<file path="src/rtl/wtag_pkg.sv">
package wtag_pkg;
  typedef enum logic [1:0] {
    SRC_NONE = 2'd0,
    SRC_WALK = 2'd1,
    SRC_CMDQ = 2'd2,
    SRC_DVM  = 2'd3
  } src_e;
endpackage

</file>
<file path="src/rtl/wtag_rr_arb.sv">
module wtag_rr_arb #(
  parameter int N  = 4,
  localparam int IW = (N > 1) ? $clog2(N) : 1
) (
  input  logic          clk_i,
  input  logic          rst_ni,
  input  logic [N-1:0]  req_i,
  input  logic          adv_i,
  output logic          any_o,
  output logic [IW-1:0] idx_o
);
  logic [IW-1:0] ptr_q;

  always_comb begin
    any_o = 1'b0;
    idx_o = '0;
    for (int i = 0; i < N; i++) begin
      int c;
      c = int'(ptr_q) + i;
      if (c >= N) c = c - N;
      if (!any_o && req_i[c]) begin
        any_o = 1'b1;
        idx_o = IW'(c);
      end
    end
  end

  always_ff @(posedge clk_i or negedge rst_ni) begin
    if (!rst_ni) ptr_q <= '0;
    else if (adv_i) ptr_q <= (int'(idx_o) == N - 1) ? '0 : idx_o + 1'b1;
  end
endmodule

</file>
<file path="src/rtl/wtag_id_enc.sv">
module wtag_id_enc
  import wtag_pkg::*;
#(
  parameter int SLOT_W = 3,
  localparam int ID_W = SLOT_W + 1
) (
  input  src_e              kind_i,
  input  logic [SLOT_W-1:0] slot_i,
  output logic [ID_W-1:0]   id_o
);
  always_comb begin
    unique case (kind_i)
      SRC_WALK: id_o = {slot_i, 1'b1};
      SRC_DVM:  id_o = {{SLOT_W{1'b1}}, 1'b0};
      default:  id_o = '0;
    endcase
  end
endmodule

</file>
<file path="src/rtl/wtag_id_dec.sv">
module wtag_id_dec
  import wtag_pkg::*;
#(
  parameter int SLOT_W = 3,
  localparam int ID_W = SLOT_W + 1
) (
  input  logic [ID_W-1:0]   id_i,
  output src_e              kind_o,
  output logic [SLOT_W-1:0] slot_o
);
  assign slot_o = id_i[ID_W-1:1];

  always_comb begin
    if (id_i[0])             kind_o = SRC_WALK;
    else if (~|id_i[ID_W-1:1]) kind_o = SRC_CMDQ;
    else if (&id_i[ID_W-1:1])  kind_o = SRC_DVM;
    else                     kind_o = SRC_NONE;
  end
endmodule

</file>
<file path="src/rtl/walk_rd_id_tagger.sv">
module walk_rd_id_tagger
  import wtag_pkg::*;
#(
  parameter int N_WALK = 4,
  parameter int ADDR_W = 16,
  // slot field leaves room for the reserved all-ones pattern
  localparam int SLOT_W = $clog2(N_WALK + 2),
  localparam int ID_W   = SLOT_W + 1,
  localparam int IW     = (N_WALK > 1) ? $clog2(N_WALK) : 1
) (
  input  logic                     clk_i,
  input  logic                     rst_ni,
  input  logic [N_WALK-1:0]        walk_req_i,
  input  logic [N_WALK*ADDR_W-1:0] walk_addr_i,
  output logic [N_WALK-1:0]        walk_gnt_o,
  input  logic                     cmdq_req_i,
  input  logic [ADDR_W-1:0]        cmdq_addr_i,
  output logic                     cmdq_gnt_o,
  input  logic                     dvm_req_i,
  output logic                     dvm_gnt_o,
  output logic                     ar_valid_o,
  input  logic                     ar_ready_i,
  output logic [ID_W-1:0]          ar_id_o,
  output logic [ADDR_W-1:0]        ar_addr_o,
  output logic [ID_W-1:0]          aw_id_o,
  input  logic                     r_valid_i,
  input  logic                     r_last_i,
  input  logic [ID_W-1:0]          r_id_i,
  output logic [N_WALK-1:0]        walk_rvalid_o,
  output logic                     cmdq_rvalid_o,
  output logic                     dvm_rvalid_o,
  output logic                     r_err_o
);
  logic [N_WALK-1:0] walk_out_q;
  logic              cmdq_out_q, dvm_out_q;
  logic              ar_valid_q;
  logic [ID_W-1:0]   ar_id_q;
  logic [ADDR_W-1:0] ar_addr_q;

  logic              can_load, load;
  logic              walk_any;
  logic [IW-1:0]     walk_idx;
  src_e              sel_kind;
  logic [ID_W-1:0]   sel_id;
  logic [ADDR_W-1:0] sel_addr;
  src_e              dec_kind;
  logic [SLOT_W-1:0] dec_slot;

  assign aw_id_o  = '0;
  assign can_load = !ar_valid_q || ar_ready_i;

  wtag_rr_arb #(.N(N_WALK)) u_rr (
    .clk_i (clk_i),
    .rst_ni(rst_ni),
    .req_i (walk_req_i & ~walk_out_q),
    .adv_i (load && sel_kind == SRC_WALK),
    .any_o (walk_any),
    .idx_o (walk_idx)
  );

  always_comb begin
    if (cmdq_req_i && !cmdq_out_q)     sel_kind = SRC_CMDQ;
    else if (dvm_req_i && !dvm_out_q)  sel_kind = SRC_DVM;
    else if (walk_any)                 sel_kind = SRC_WALK;
    else                               sel_kind = SRC_NONE;
  end

  assign load = can_load && sel_kind != SRC_NONE;

  always_comb begin
    unique case (sel_kind)
      SRC_WALK: sel_addr = walk_addr_i[int'(walk_idx)*ADDR_W +: ADDR_W];
      SRC_CMDQ: sel_addr = cmdq_addr_i;
      default:  sel_addr = '0;
    endcase
  end

  wtag_id_enc #(.SLOT_W(SLOT_W)) u_enc (
    .kind_i(sel_kind),
    .slot_i(SLOT_W'(walk_idx)),
    .id_o  (sel_id)
  );

  assign cmdq_gnt_o = load && sel_kind == SRC_CMDQ;
  assign dvm_gnt_o  = load && sel_kind == SRC_DVM;
  assign walk_gnt_o = (load && sel_kind == SRC_WALK) ? (N_WALK'(1) << walk_idx) : '0;

  always_ff @(posedge clk_i or negedge rst_ni) begin
    if (!rst_ni) begin
      ar_valid_q <= 1'b0;
      ar_id_q    <= '0;
      ar_addr_q  <= '0;
    end else if (can_load) begin
      ar_valid_q <= load;
      if (load) begin
        ar_id_q   <= sel_id;
        ar_addr_q <= sel_addr;
      end
    end
  end

  assign ar_valid_o = ar_valid_q;
  assign ar_id_o    = ar_id_q;
  assign ar_addr_o  = ar_addr_q;

  // response routing
  wtag_id_dec #(.SLOT_W(SLOT_W)) u_dec (
    .id_i  (r_id_i),
    .kind_o(dec_kind),
    .slot_o(dec_slot)
  );

  for (genvar g = 0; g < N_WALK; g++) begin : g_wrv
    assign walk_rvalid_o[g] = r_valid_i && dec_kind == SRC_WALK &&
                              dec_slot == SLOT_W'(g) && walk_out_q[g];
  end

  assign cmdq_rvalid_o = r_valid_i && dec_kind == SRC_CMDQ && cmdq_out_q;
  assign dvm_rvalid_o  = r_valid_i && dec_kind == SRC_DVM && dvm_out_q;
  assign r_err_o       = r_valid_i && !(|walk_rvalid_o) && !cmdq_rvalid_o && !dvm_rvalid_o;

  always_ff @(posedge clk_i or negedge rst_ni) begin
    if (!rst_ni) begin
      walk_out_q <= '0;
      cmdq_out_q <= 1'b0;
      dvm_out_q  <= 1'b0;
    end else begin
      walk_out_q <= (walk_out_q | walk_gnt_o) & ~(walk_rvalid_o & {N_WALK{r_last_i}});
      cmdq_out_q <= (cmdq_out_q | cmdq_gnt_o) & ~(cmdq_rvalid_o && r_last_i);
      dvm_out_q  <= (dvm_out_q | dvm_gnt_o) & ~(dvm_rvalid_o && r_last_i);
    end
  end


  stall_hold_chk: assert property (@(posedge clk_i) disable iff (!rst_ni)
    ar_valid_o && !ar_ready_i |=> ar_valid_o && $stable(ar_id_o) && $stable(ar_addr_o));


  gnt_needs_req_chk: assert property (@(posedge clk_i) disable iff (!rst_ni)
    (walk_gnt_o & ~walk_req_i) == '0 && (!cmdq_gnt_o || cmdq_req_i) && (!dvm_gnt_o || dvm_req_i));


  cmdq_first_chk: assert property (@(posedge clk_i) disable iff (!rst_ni)
    (dvm_gnt_o || walk_gnt_o != '0) |-> !cmdq_req_i || cmdq_out_q);


  resp_onehot_chk: assert property (@(posedge clk_i) disable iff (!rst_ni)
    $onehot0({walk_rvalid_o, cmdq_rvalid_o, dvm_rvalid_o, r_err_o}));


  walk_id_range_chk: assert property (@(posedge clk_i) disable iff (!rst_ni)
    ar_valid_o && ar_id_o[0] |-> int'(ar_id_o[ID_W-1:1]) < N_WALK);


  valid_after_gnt_chk: assert property (@(posedge clk_i) disable iff (!rst_ni)
    (cmdq_gnt_o || dvm_gnt_o || walk_gnt_o != '0) |=> ar_valid_o);
endmodule

</file>
<file path="config.mk">
export PLATFORM = sky130hd
export DESIGN_NAME = walk_rd_id_tagger
export DESIGN_NICKNAME = d
export VERILOG_FILES = /design/src/rtl/wtag_pkg.sv /design/src/rtl/wtag_rr_arb.sv /design/src/rtl/wtag_id_enc.sv /design/src/rtl/wtag_id_dec.sv /design/src/rtl/walk_rd_id_tagger.sv
export SDC_FILE = /design/constraint.sdc
export NUM_CORES = 1
export LEC_CHECK = 0
export ABC_AREA = 1
export BUFFER_PORTS_ARGS = -buffer_cell sky130_fd_sc_hd__buf_2
export CORE_MARGIN = 1
export CORE_UTILIZATION = 46
export CTS_CLUSTER_SIZE = 14
export DETAILED_ROUTE_END_ITERATION = 10
export GPL_TIMING_DRIVEN = 0
export PLACE_DENSITY = 0.8
export SLEW_MARGIN = 10
export SYNTH_ARGS = -nofsm -noshare
export SYNTH_HDL_FRONTEND = slang
export SYNTH_SLANG_ARGS = --single-unit
export TNS_END_PERCENT = 30
</file>
<file path="constraint.sdc">
create_clock -name clk_i -period 3.3 [get_ports clk_i]
set_clock_uncertainty 0.2 [all_clocks]
set_input_delay 0.33 -clock clk_i [delete_from_list [all_inputs] [get_ports clk_i]]
set_output_delay 0.33 -clock clk_i [all_outputs]
set_load 0.02 [all_outputs]
</file>
== Word level (Yosys, flattened, before mapping) ==
Index checks and enable logic that the tools add are counted.

* Flip-flop bits (word level): 29
* Bits of input ports: 95
* Logic and storage cells: 124

* $add $sub $neg: 8
* $lt $le $gt $ge: 8
* Eq/ne operators: 10
* Shifts and indexed selects: 2
* Mux-type cells: 34
* Bitwise gates (word level): 12
* Reduce and logical (&&, ||, !) cells: 43

{| class="wikitable"
|+ Operator list
! operator !! number
|-
| 32-bit by 4-bit less-than comparator with 1-bit output (second input constant) || 4
|-
| 32-bit 2-to-1 mux || 4
|-
| 32-bit by 4-bit greater-or-equal comparator with 1-bit output (second input constant) || 3
|-
| 32-bit by 4-bit subtractor with 32-bit output (second input constant) || 3
|-
| 64-bit by 7-bit indexed part select with 16-bit output || 1
|-
| 16-bit one-hot mux with 2 select lines || 1
|-
| 1-bit logical AND || 27
|-
| 2-bit 2-to-1 mux || 10
|-
| 1-bit 2-to-1 mux || 13
|-
| 4-bit AND || 3
|-
| 1-bit zero test || 9
|-
| 1-bit binary-select mux with 2-bit select || 4
|-
| 2-bit equality test (second input constant) || 4
|-
| 4-bit inverter || 2
|-
| 4-bit one-hot mux with 2 select lines || 1
|-
| 2-bit by 2-bit adder with 3-bit output (second input constant) || 2
|-
| 2-bit by 1-bit equality test with 1-bit output (second input constant) || 3
|-
| 3-bit by 2-bit equality test with 1-bit output (second input constant) || 2
|-
| 4-bit 2-to-1 mux || 1
|-
| 4-bit OR || 1
|-
| 4-bit OR reduction || 1
|-
| 1-bit by 2-bit << shifter with 4-bit output (first input constant) || 1
|-
| 2-bit by 3-bit subtractor with 4-bit output (second input constant) || 1
|-
| 2-bit by 1-bit adder with 3-bit output (second input constant) || 1
|-
| other kinds (12) || 15
|}

== Logic depth before layout (Yosys ltp) ==
Gate-level depths: netlist of the first run.

* Word-level depth: 24
* Depth in mapped cells: 18
* Mapped depth without buffers: 15

== Cells and area by module ==
Synthesis of the first run repeated with hierarchy kept, for this count alone.

* Cells, all modules: 465
* Area, all modules: 2707.6 um^2

{| class="wikitable"
|+ By module, submodules not included
! module !! times used !! cells an instance !! area an instance (um^2)
|-
| walk_rd_id_tagger || 1 || 374 || 2249.7
|-
| wtag_rr_arb || 1 || 73 || 372.9
|-
| wtag_id_dec || 1 || 10 || 55.1
|-
| wtag_id_enc || 1 || 8 || 30.0
|}

== Worst setup path after synthesis of the first run ==
No wires, ideal clock.

* Path type: reg2out
* From: reg u_rr.ptr_q[0]
* To: out walk_gnt_o[1]
* Arrival time: 2249 ps
* Required time: 2770 ps
* Slack: 521 ps
* Cell stages (with the launch flop): 16
* Path through: dfrtp_1 > buf_6 > inv_4 > nand3_2 > nand2_1 > nand2_1 > nand2_1 > nor2_1 > nand2_2 > inv_1 > a31o_2 > inv_1 > ha_1 > clkbuf_1 > nand2_1 > nor2_1

* Word-level cells in the longest chain between the ends: 22
* Elaborated cells on any way between the ends: 50

{| class="wikitable"
|+ Ends and longest elaborated chain
! item !! line !! source
|-
| from (decl) || wtag_rr_arb.sv:12 || <nowiki>logic [IW-1:0] ptr_q;</nowiki>
|-
| from (signal assigned) || wtag_rr_arb.sv:30 || <nowiki>else if (adv_i) ptr_q <= (int'(idx_o) == N - 1) ? '0 : idx_o + 1'b1;</nowiki>
|-
| parallel branches: the longest is 21 deep, another holds 32-bit by 4-bit subtractor with 32-bit output || -- ||
|-
| 4-bit 2-to-1 mux (*) || walk_rd_id_tagger.sv:86 || <nowiki>assign walk_gnt_o = (load && sel_kind == SRC_WALK) ? (N_WALK'(1) << walk_idx) : '0;</nowiki>
|-
| to (decl) || walk_rd_id_tagger.sv:15 || <nowiki>output logic [N_WALK-1:0] walk_gnt_o,</nowiki>
|}

Mark *: on every way between the ends. The select of a mux whose other input is x is not followed.

== Final worst setup path of the first run ==
* From: reg u_rr.ptr_q[1]
* To: out walk_gnt_o[3]

The elaborated chain is that of the path after synthesis.

==> out/results.txt, run 1 <==
status: finished, final reports clean
Ys Warns: 0
gate count of the mapped netlist: 404
# fillers: 490
Max Fclk: 321.2 MHz
CTS clk-pin slew, worst paths: 60 ps
CTS root buf: clkbuf_8
DRT Pass-1 Iters: 4
commonest non-fill, non-tap cell in the layout: nand2_1
Worst Tran Pin Value: 765.9 ps
largest net degree at the start of global routing: 30
Worst Hold Class: input port to register
Std-Cell Core Area: 0.005172 mm²
Max Cap Violations: 0
Detail Route Antenna Nets: 0
Crit path arrival time: 2580 ps
Post-Syn Area: 0.002512 mm²
post-synthesis sequential area ratio: 28.88%
CP Max Fanout: 9
Die Y: 75.91 µm
Avg Inst Size Synth: 6.219 µm²
clock tree buffer depth: 2
die area: 0.005762 mm²
final net count: 646
VDD IR max: 0.7390 mV
total grt overflow: 0
H-tree depth: 2
die width: 75.91 µm
routed wire length: 7678 µm
Compound-Gate Fraction of Synth Area: 4.084%
standby leakage power: 2.043 nW
Total GRT Usage: 27.14%
Final Hold Fails: 0
XOR/XNOR share of the synthesized area: 0%
WL/cell: 12.53 µm
Startpoint Class: register
relative slew slack: 47.62%
adder and majority cell fraction of the synthesized area: 4.482%
vias per cell: 5.003
HPWL Detailed: 6142 µm
Port Buffer Count: 128
RSZ-0062 raised after global routing: true
# IOs: 133
clock sink count: 29
largest family of logic cells by synthesized area: simple AND/OR/NAND/NOR gates
layout cells sized above 1: 31.86%
Critical Path RT: 2770 ps
DRC viols: 0
post-layout min period: 3113 ps
P per Cell Area: 1103 mW/mm²
Worst Setup End Kind: primary output
Final setup viols: 0
Slew Limit Fails: 0
mux contribution to synthesized area: 0%
sequential cell area: 725.7 µm²
#FFs+latches synth: 29
Site Rows: 26
Num CTS Buffers: 5
CTS tree: built
Antenna Diode Count: 0
Area Overhead vs Synth: 35.36%
Initial Utilization: 48.57%
GP Congestion: 0.8982
Synth cell types: 27
Fin Setup TNS: 0 ps
Clock Latency Late Sink: 270 ps
post-place setup slack: 109.1 ps
most frequent cells in the layout: 159 x nand2_1, 133 x buf_2, 93 x nand3_1, 34 x inv_1, 29 x dfrtp_1
drt first-iter violations: 182
vias in the first global route: 2945
initial antenna violation count: 0
Final WS setup: 187.1 ps
Tcrit/Tclk final: 94.33%
post-synthesis simple-gate area fraction: 50.75%
final design utilization: 65.75%
total power draw: 3.753 mW
area occupied by multi-input gates: 0.001531 mm²
first-pass GRT wire length: 12740 µm
kind of critical path: register to primary output
vias: 3067
final cells by class:
type / count / share of cell area [%]
clock buffer: 7 / 2.539
inverter: 37 / 4.231
tap: 70 / 2.575
clock inverter: 1 / 0.8830
buffer: 23 / 4.268
multi-input combinational: 317 / 45.03
sequential: 29 / 21.34
timing repair buffer: 129 / 19.13
Yosys cell counts (all sizes together):
library cell	n	area share, %
a2111oi	1	0.35
o22ai	2	0.50
a31o	1	0.35
a21oi	5	1.1
ha	9	4.5
a2bb2oi	1	0.35
nand2	164	25
clkbuf	7	1.0
nand3	97	20
o21ai	7	1.4
inv	37	5.7
buf	17	4.9
nor4	1	0.25
nand4	5	1.2
dfrtp	29	29
nor2	15	2.8
conb	1	0.15
nor3	5	1.0
metrics by stage:
step | std cells | area (µm²) | hold WS [ps]
floorplan | 407 | 2524 | -165.6
global placement | 605 | 3252 | 181.0
detailed placement | 605 | 3252 | 202.9
CTS | 613 | 3377 | 93.44
global route | 613 | 3401 | 121.2
finish | 613 | 3401 | 107.8
sequential cells by signal, summed over array words and instances, names as in the netlist:
signal and count:
ar_addr_o 16, walk_out_q 4, dvm_out_q 1, ar_valid_o 1, ar_id_o 4, cmdq_out_q 1
u_rr.ptr_q 2
critical path, stage by stage (launching register included):
cell and delay [ps]:
dfrtp_1 370, buf_4 170, inv_4 100, nand2_1 50
nand2_1 100, nand2_1 90, nand2_1 100, nor2_1 50
nand2_2 90, inv_1 50, a31o_2 220, ha_1 220
a21oi_2 170, nand2_2 160, nor2_1 180, buf_2 190
power by group:
group	switching, mW	internal, mW
Clock	0.133	0.246
Combinational	1.86	0.966
Sequential	0.0622	0.483
repair_timing:
| item | CTS | global route |
|---|---|---|
| setup buffers | 0 | 0 |
| hold endpoints to repair | 29 | 0 |
| cloned | 0 | 0 |
| hold buffers | 1 | 0 |
| gates resized for setup | 1 | 6 |
| endpoints found under the setup margin | 4 | 16 |
cells by family after synthesis:
logic type,Yosys count
other,1
AOI/OAI and AO/OA,17
buffers and inverters,61
adders and majority gates,9
DFF,29
and+or+nand+nor,287
layer usage:
metal | track usage (%) | wire [µm] | up-vias
met5 | 0 | 0 | -
met4 | 8.269 | 169 | 0
met3 | 5.542 | 616 | 15
met2 | 49.64 | 3738 | 143
met1 | 31.67 | 3154 | 1340
li1 | - | - | 1569
path summary, 6_finish.rpt:
check	start	end	slack [ps]	cells past startpoint
max	u_rr.ptr_q[1]$_DFFE_PN0P_	walk_gnt_o[3]	190	15
min reg2reg	ar_id_o[0]$_DFFE_PN0P_	ar_id_o[0]$_DFFE_PN0P_	270	2
max reg2reg	u_rr.ptr_q[1]$_DFFE_PN0P_	ar_addr_o[13]$_DFFE_PN0P_	300	17
max in group asynchronous	rst_ni	ar_addr_o[8]$_DFFE_PN0P_	2030	2
min in group asynchronous	rst_ni	ar_addr_o[7]$_DFFE_PN0P_	440	2
min	r_last_i	cmdq_out_q$_DFF_PN0_	110	2
Note: power is estimated with default switching activity, not from simulation.
==> run 2, diff against run 1 <==
--- a/config.mk
+++ b/config.mk
@@ -8,11 +8,11 @@
 export ABC_AREA = 1
 export BUFFER_PORTS_ARGS = -buffer_cell sky130_fd_sc_hd__buf_2
 export CORE_MARGIN = 1
-export CORE_UTILIZATION = 46
+export CORE_UTILIZATION = 49
 export CTS_CLUSTER_SIZE = 14
 export DETAILED_ROUTE_END_ITERATION = 10
 export GPL_TIMING_DRIVEN = 0
-export PLACE_DENSITY = 0.8
+export PLACE_DENSITY = 0.84
 export SLEW_MARGIN = 10
 export SYNTH_ARGS = -nofsm -noshare
 export SYNTH_HDL_FRONTEND = slang
==> constraint.sdc (replaced) <==
create_clock -name clk_i -period 3.75 [get_ports clk_i]
set_clock_uncertainty 0.2 [all_clocks]
set_input_delay 0.375 -clock clk_i [delete_from_list [all_inputs] [get_ports clk_i]]
set_output_delay 0.375 -clock clk_i [all_outputs]
set_load 0.02 [all_outputs]
==> run 2 against run 1 <==
Net effect: non-clock buffer count stayed put; global-route usage is 3.0 points higher; worst hold slack better by 26 ps; total power is 13% lower; critical path type unchanged.
==> out/results.txt, run 2 (same netlist as run 1, synthesis figures left out) <==
internal power: 1.469 mW (was 1.695 mW)
Num CTS Buffers: 5 (unchanged)
Max Fclk: 289.8 MHz
CTS root buf: clkbuf_8 (unchanged)
standby leakage power: 2.042 nW (was 2.043 nW)
Worst Setup End Kind: primary output (unchanged)
CTS clk-pin slew, worst paths: 60 ps (about the same)
Comb power frac: 75.2% (was 75.4%)
min-delay src: ar_ready_i (was r_last_i)
Startpoint Class: register (unchanged)
worst r2r src: u_rr.ptr_q[1]$_DFFE_PN0P_ (unchanged)
Antenna Diode Count: 0 (unchanged)
final net count: 646 (unchanged)
routed wire length: 7648 µm (was 7678 µm)
total power draw: 3.279 mW (was 3.753 mW)
Final WS setup: 298.9 ps (was 187.1 ps)
Max Cap Violations: 0 (unchanged)
R2R Setup Slk: 560 ps (was 300 ps)
commonest non-fill, non-tap cell in the layout: nand2_1 (unchanged)
Initial Utilization: 52.16% (was 48.57%)
Final Hold Fails: 0 (unchanged)
Fin Setup TNS: 0 ps (unchanged)
area occupied by multi-input gates: 0.001505 mm² (was 0.001531 mm²)
clock tree buffer depth: 2 (unchanged)
CP Max Fanout: 9 (unchanged)
Final setup viols: 0 (unchanged)
most frequent cells in the layout: 160 x nand2_1, 133 x buf_2, 93 x nand3_1, 34 x inv_1, 29 x dfrtp_1 (was 159 x nand2_1, 133 x buf_2, 93 x nand3_1, 34 x inv_1, 29 x dfrtp_1)
Critical Path RT: 3170 ps (was 2770 ps)
Slew Limit Fails: 0 (unchanged)
Site Rows: 25 (was 26)
switch share: 55.21% (was 54.83%)
Crit path arrival time: 2880 ps (was 2580 ps)
vias per cell: 5.102 (was 5.003)
WL/cell: 12.54 µm (was 12.53 µm)
FF-to-FF End: ar_addr_o[10]$_DFFE_PN0P_ (was ar_addr_o[13]$_DFFE_PN0P_)
Worst Hold Class: input port to register (unchanged)
sequential power share: 14.6% (was 14.5%)
clock sink count: 29 (unchanged)
GP Congestion: 0.8627 (was 0.8982)
VDD IR max: 0.6062 mV (was 0.7390 mV)
kind of critical path: register to primary output (unchanged)
first-pass GRT wire length: 12410 µm (was 12740 µm)
Worst Tran Pin Value: 804.9 ps (was 765.9 ps)
worst path buffer plus inverter count: 5 (was 4)
die area: 0.005418 mm² (was 0.005762 mm²)
Detail Route Antenna Nets: 0 (unchanged)
CTS tree: built (unchanged)
vias: 3112 (was 3067)
Psw: 1.810 mW (was 2.057 mW)
Tcrit/Tclk final: 92.03%
die width: 73.61 µm (was 75.91 µm)
status: finished, final reports clean (unchanged)
total grt overflow: 0 (unchanged)
most frequent CP cell: nand2_1 (unchanged)
P per Cell Area: 972.7 mW/mm² (was 1103 mW/mm²)
Critical path destination: walk_gnt_o[1] (was walk_gnt_o[3])
H-tree depth: 2 (unchanged)
Std-Cell Core Area: 0.004817 mm² (was 0.005172 mm²)
Port Buffer Count: 128 (unchanged)
number of flip-flops in the largest register: 16 (unchanged)
CP top delay family: simple AND/OR/NAND/NOR gates (unchanged)
drt first-iter violations: 198 (was 182)
crit path max-delay cell type: ha_1 (was dfrtp_1)
Total GRT Usage: 30.11% (was 27.14%)
Die Y: 73.61 µm (was 75.91 µm)
DRT Pass-1 Iters: 5 (was 4)
CP peak stage delay: 370 ps (about the same)
initial antenna violation count: 0 (unchanged)
worst-path cell chain: buf_4 > inv_4 > nand2_1 > nand2_1 > nand2_1 > nand2_1 > nor2_1 > nand2_2 > inv_1 > a31o_2 > inv_1 > ha_1 > nand2_1 > nor2_1 > buf_2 (was buf_4 > inv_4 > nand2_1 > nand2_1 > nand2_1 > nand2_1 > nor2_1 > nand2_2 > inv_1 > a31o_2 > ha_1 > a21oi_2 > nand2_2 > nor2_1 > buf_2)
post-cts gate resize count: 0 (was 1)
DRC viols: 0 (unchanged)
clock power share: 10.2% (was 10.1%)
CP Depth: 15 (unchanged)
Clock Latency Late Sink: 280 ps (was 270 ps)
HPWL Detailed: 6187 µm (was 6142 µm)
hold_ws: 133.6 ps (was 107.8 ps)
r2r worst-path depth: 17 (unchanged)
post-place setup slack: 517.0 ps (was 109.1 ps)
crit path from: u_rr.ptr_q[1]$_DFFE_PN0P_ (unchanged)
Area Overhead vs Synth: 34.16% (was 35.36%)
layout cells sized above 1: 30.76% (was 31.86%)
sequential cell area: 725.7 µm² (unchanged)
largest net degree at the start of global routing: 30 (unchanged)
# IOs: 133 (unchanged)
relative slew slack: 44.95% (was 47.62%)
post-layout min period: 3451 ps
RSZ-0062 raised after global routing: false (was true)
# fillers: 458 (was 490)
vias in the first global route: 2811 (was 2945)
==> run 2: through the flow <==
stage | area (µm²) | utilization [%] | instances
after CTS | 3374 | 70.05 | 611
after detailed placement | 3248 | 67.43 | 602
after global placement | 3248 | 67.43 | 602
final | 3371 | 69.97 | 610
after floorplan | 2524 | - | 407
after global routing | 3371 | 69.97 | 610
==> run 2: worst register-to-register path: cells and delay by family, from the launching register on <==
kind,cells,cell delay (ps)
simple gates,9,1070
buf+inv,5,840
compound gates,2,440
flops,1,360
fa+ha+maj,1,210
==> run 2: area by class of cell <==
| type | instances | share of cell area [%] |
|---|---|---|
| Tap cell | 67 | 2.487 |
| Multi-Input combinational cell | 317 | 44.65 |
| Inverter | 37 | 4.269 |
| Timing Repair Buffer | 129 | 19.30 |
| Clock buffer | 7 | 2.561 |
| Clock inverter | 1 | 0.8909 |
| Sequential cell | 29 | 21.53 |
| Buffer | 23 | 4.306 |
==> run 2: power groups by stage <==
stage               Combinational [mW]  Clock, mW  Sequential, mW
finish                            2.47      0.334           0.480
global route                      2.77      0.360           0.493
CTS                               2.46      0.339           0.480
detailed placement                2.45          0           0.484
global placement                  2.38          0           0.483
floorplan                         1.76          0           0.553
==> run 2: what timing repair did <==
| item | in CTS | in global routing |
|---|---|---|
| hold buffers | 1 | 0 |
| endpoints found under the setup margin | 0 | 4 |
| buffers inserted | 0 | 0 |
| hold endpoints to repair | 29 | 0 |
==> run 2: worst min-delay path by stage <==
stage,endpoint,slack (ps),depth (start not counted)
after CTS,ar_valid_o$_DFFE_PN0P_,130,4
after detailed placement,ar_id_o[3]$_DFFE_PN0P_,240,1
after floorplan,ar_addr_o[0]$_DFFE_PN0P_,-120,0
final,ar_valid_o$_DFFE_PN0P_,130,4
after global routing,cmdq_out_q$_DFF_PN0_,130,2
after global placement,ar_valid_o$_DFFE_PN0P_,230,1
==> run 2: per-layer routing <==
metal | vias up | track usage [%] | wire, µm
li1 | 1570 | - | -
met1 | 1383 | 37.89 | 3155
met2 | 149 | 53.01 | 3827
met3 | 10 | 5.761 | 579
met4 | 0 | 7.051 | 86
met5 | - | 0 | 0
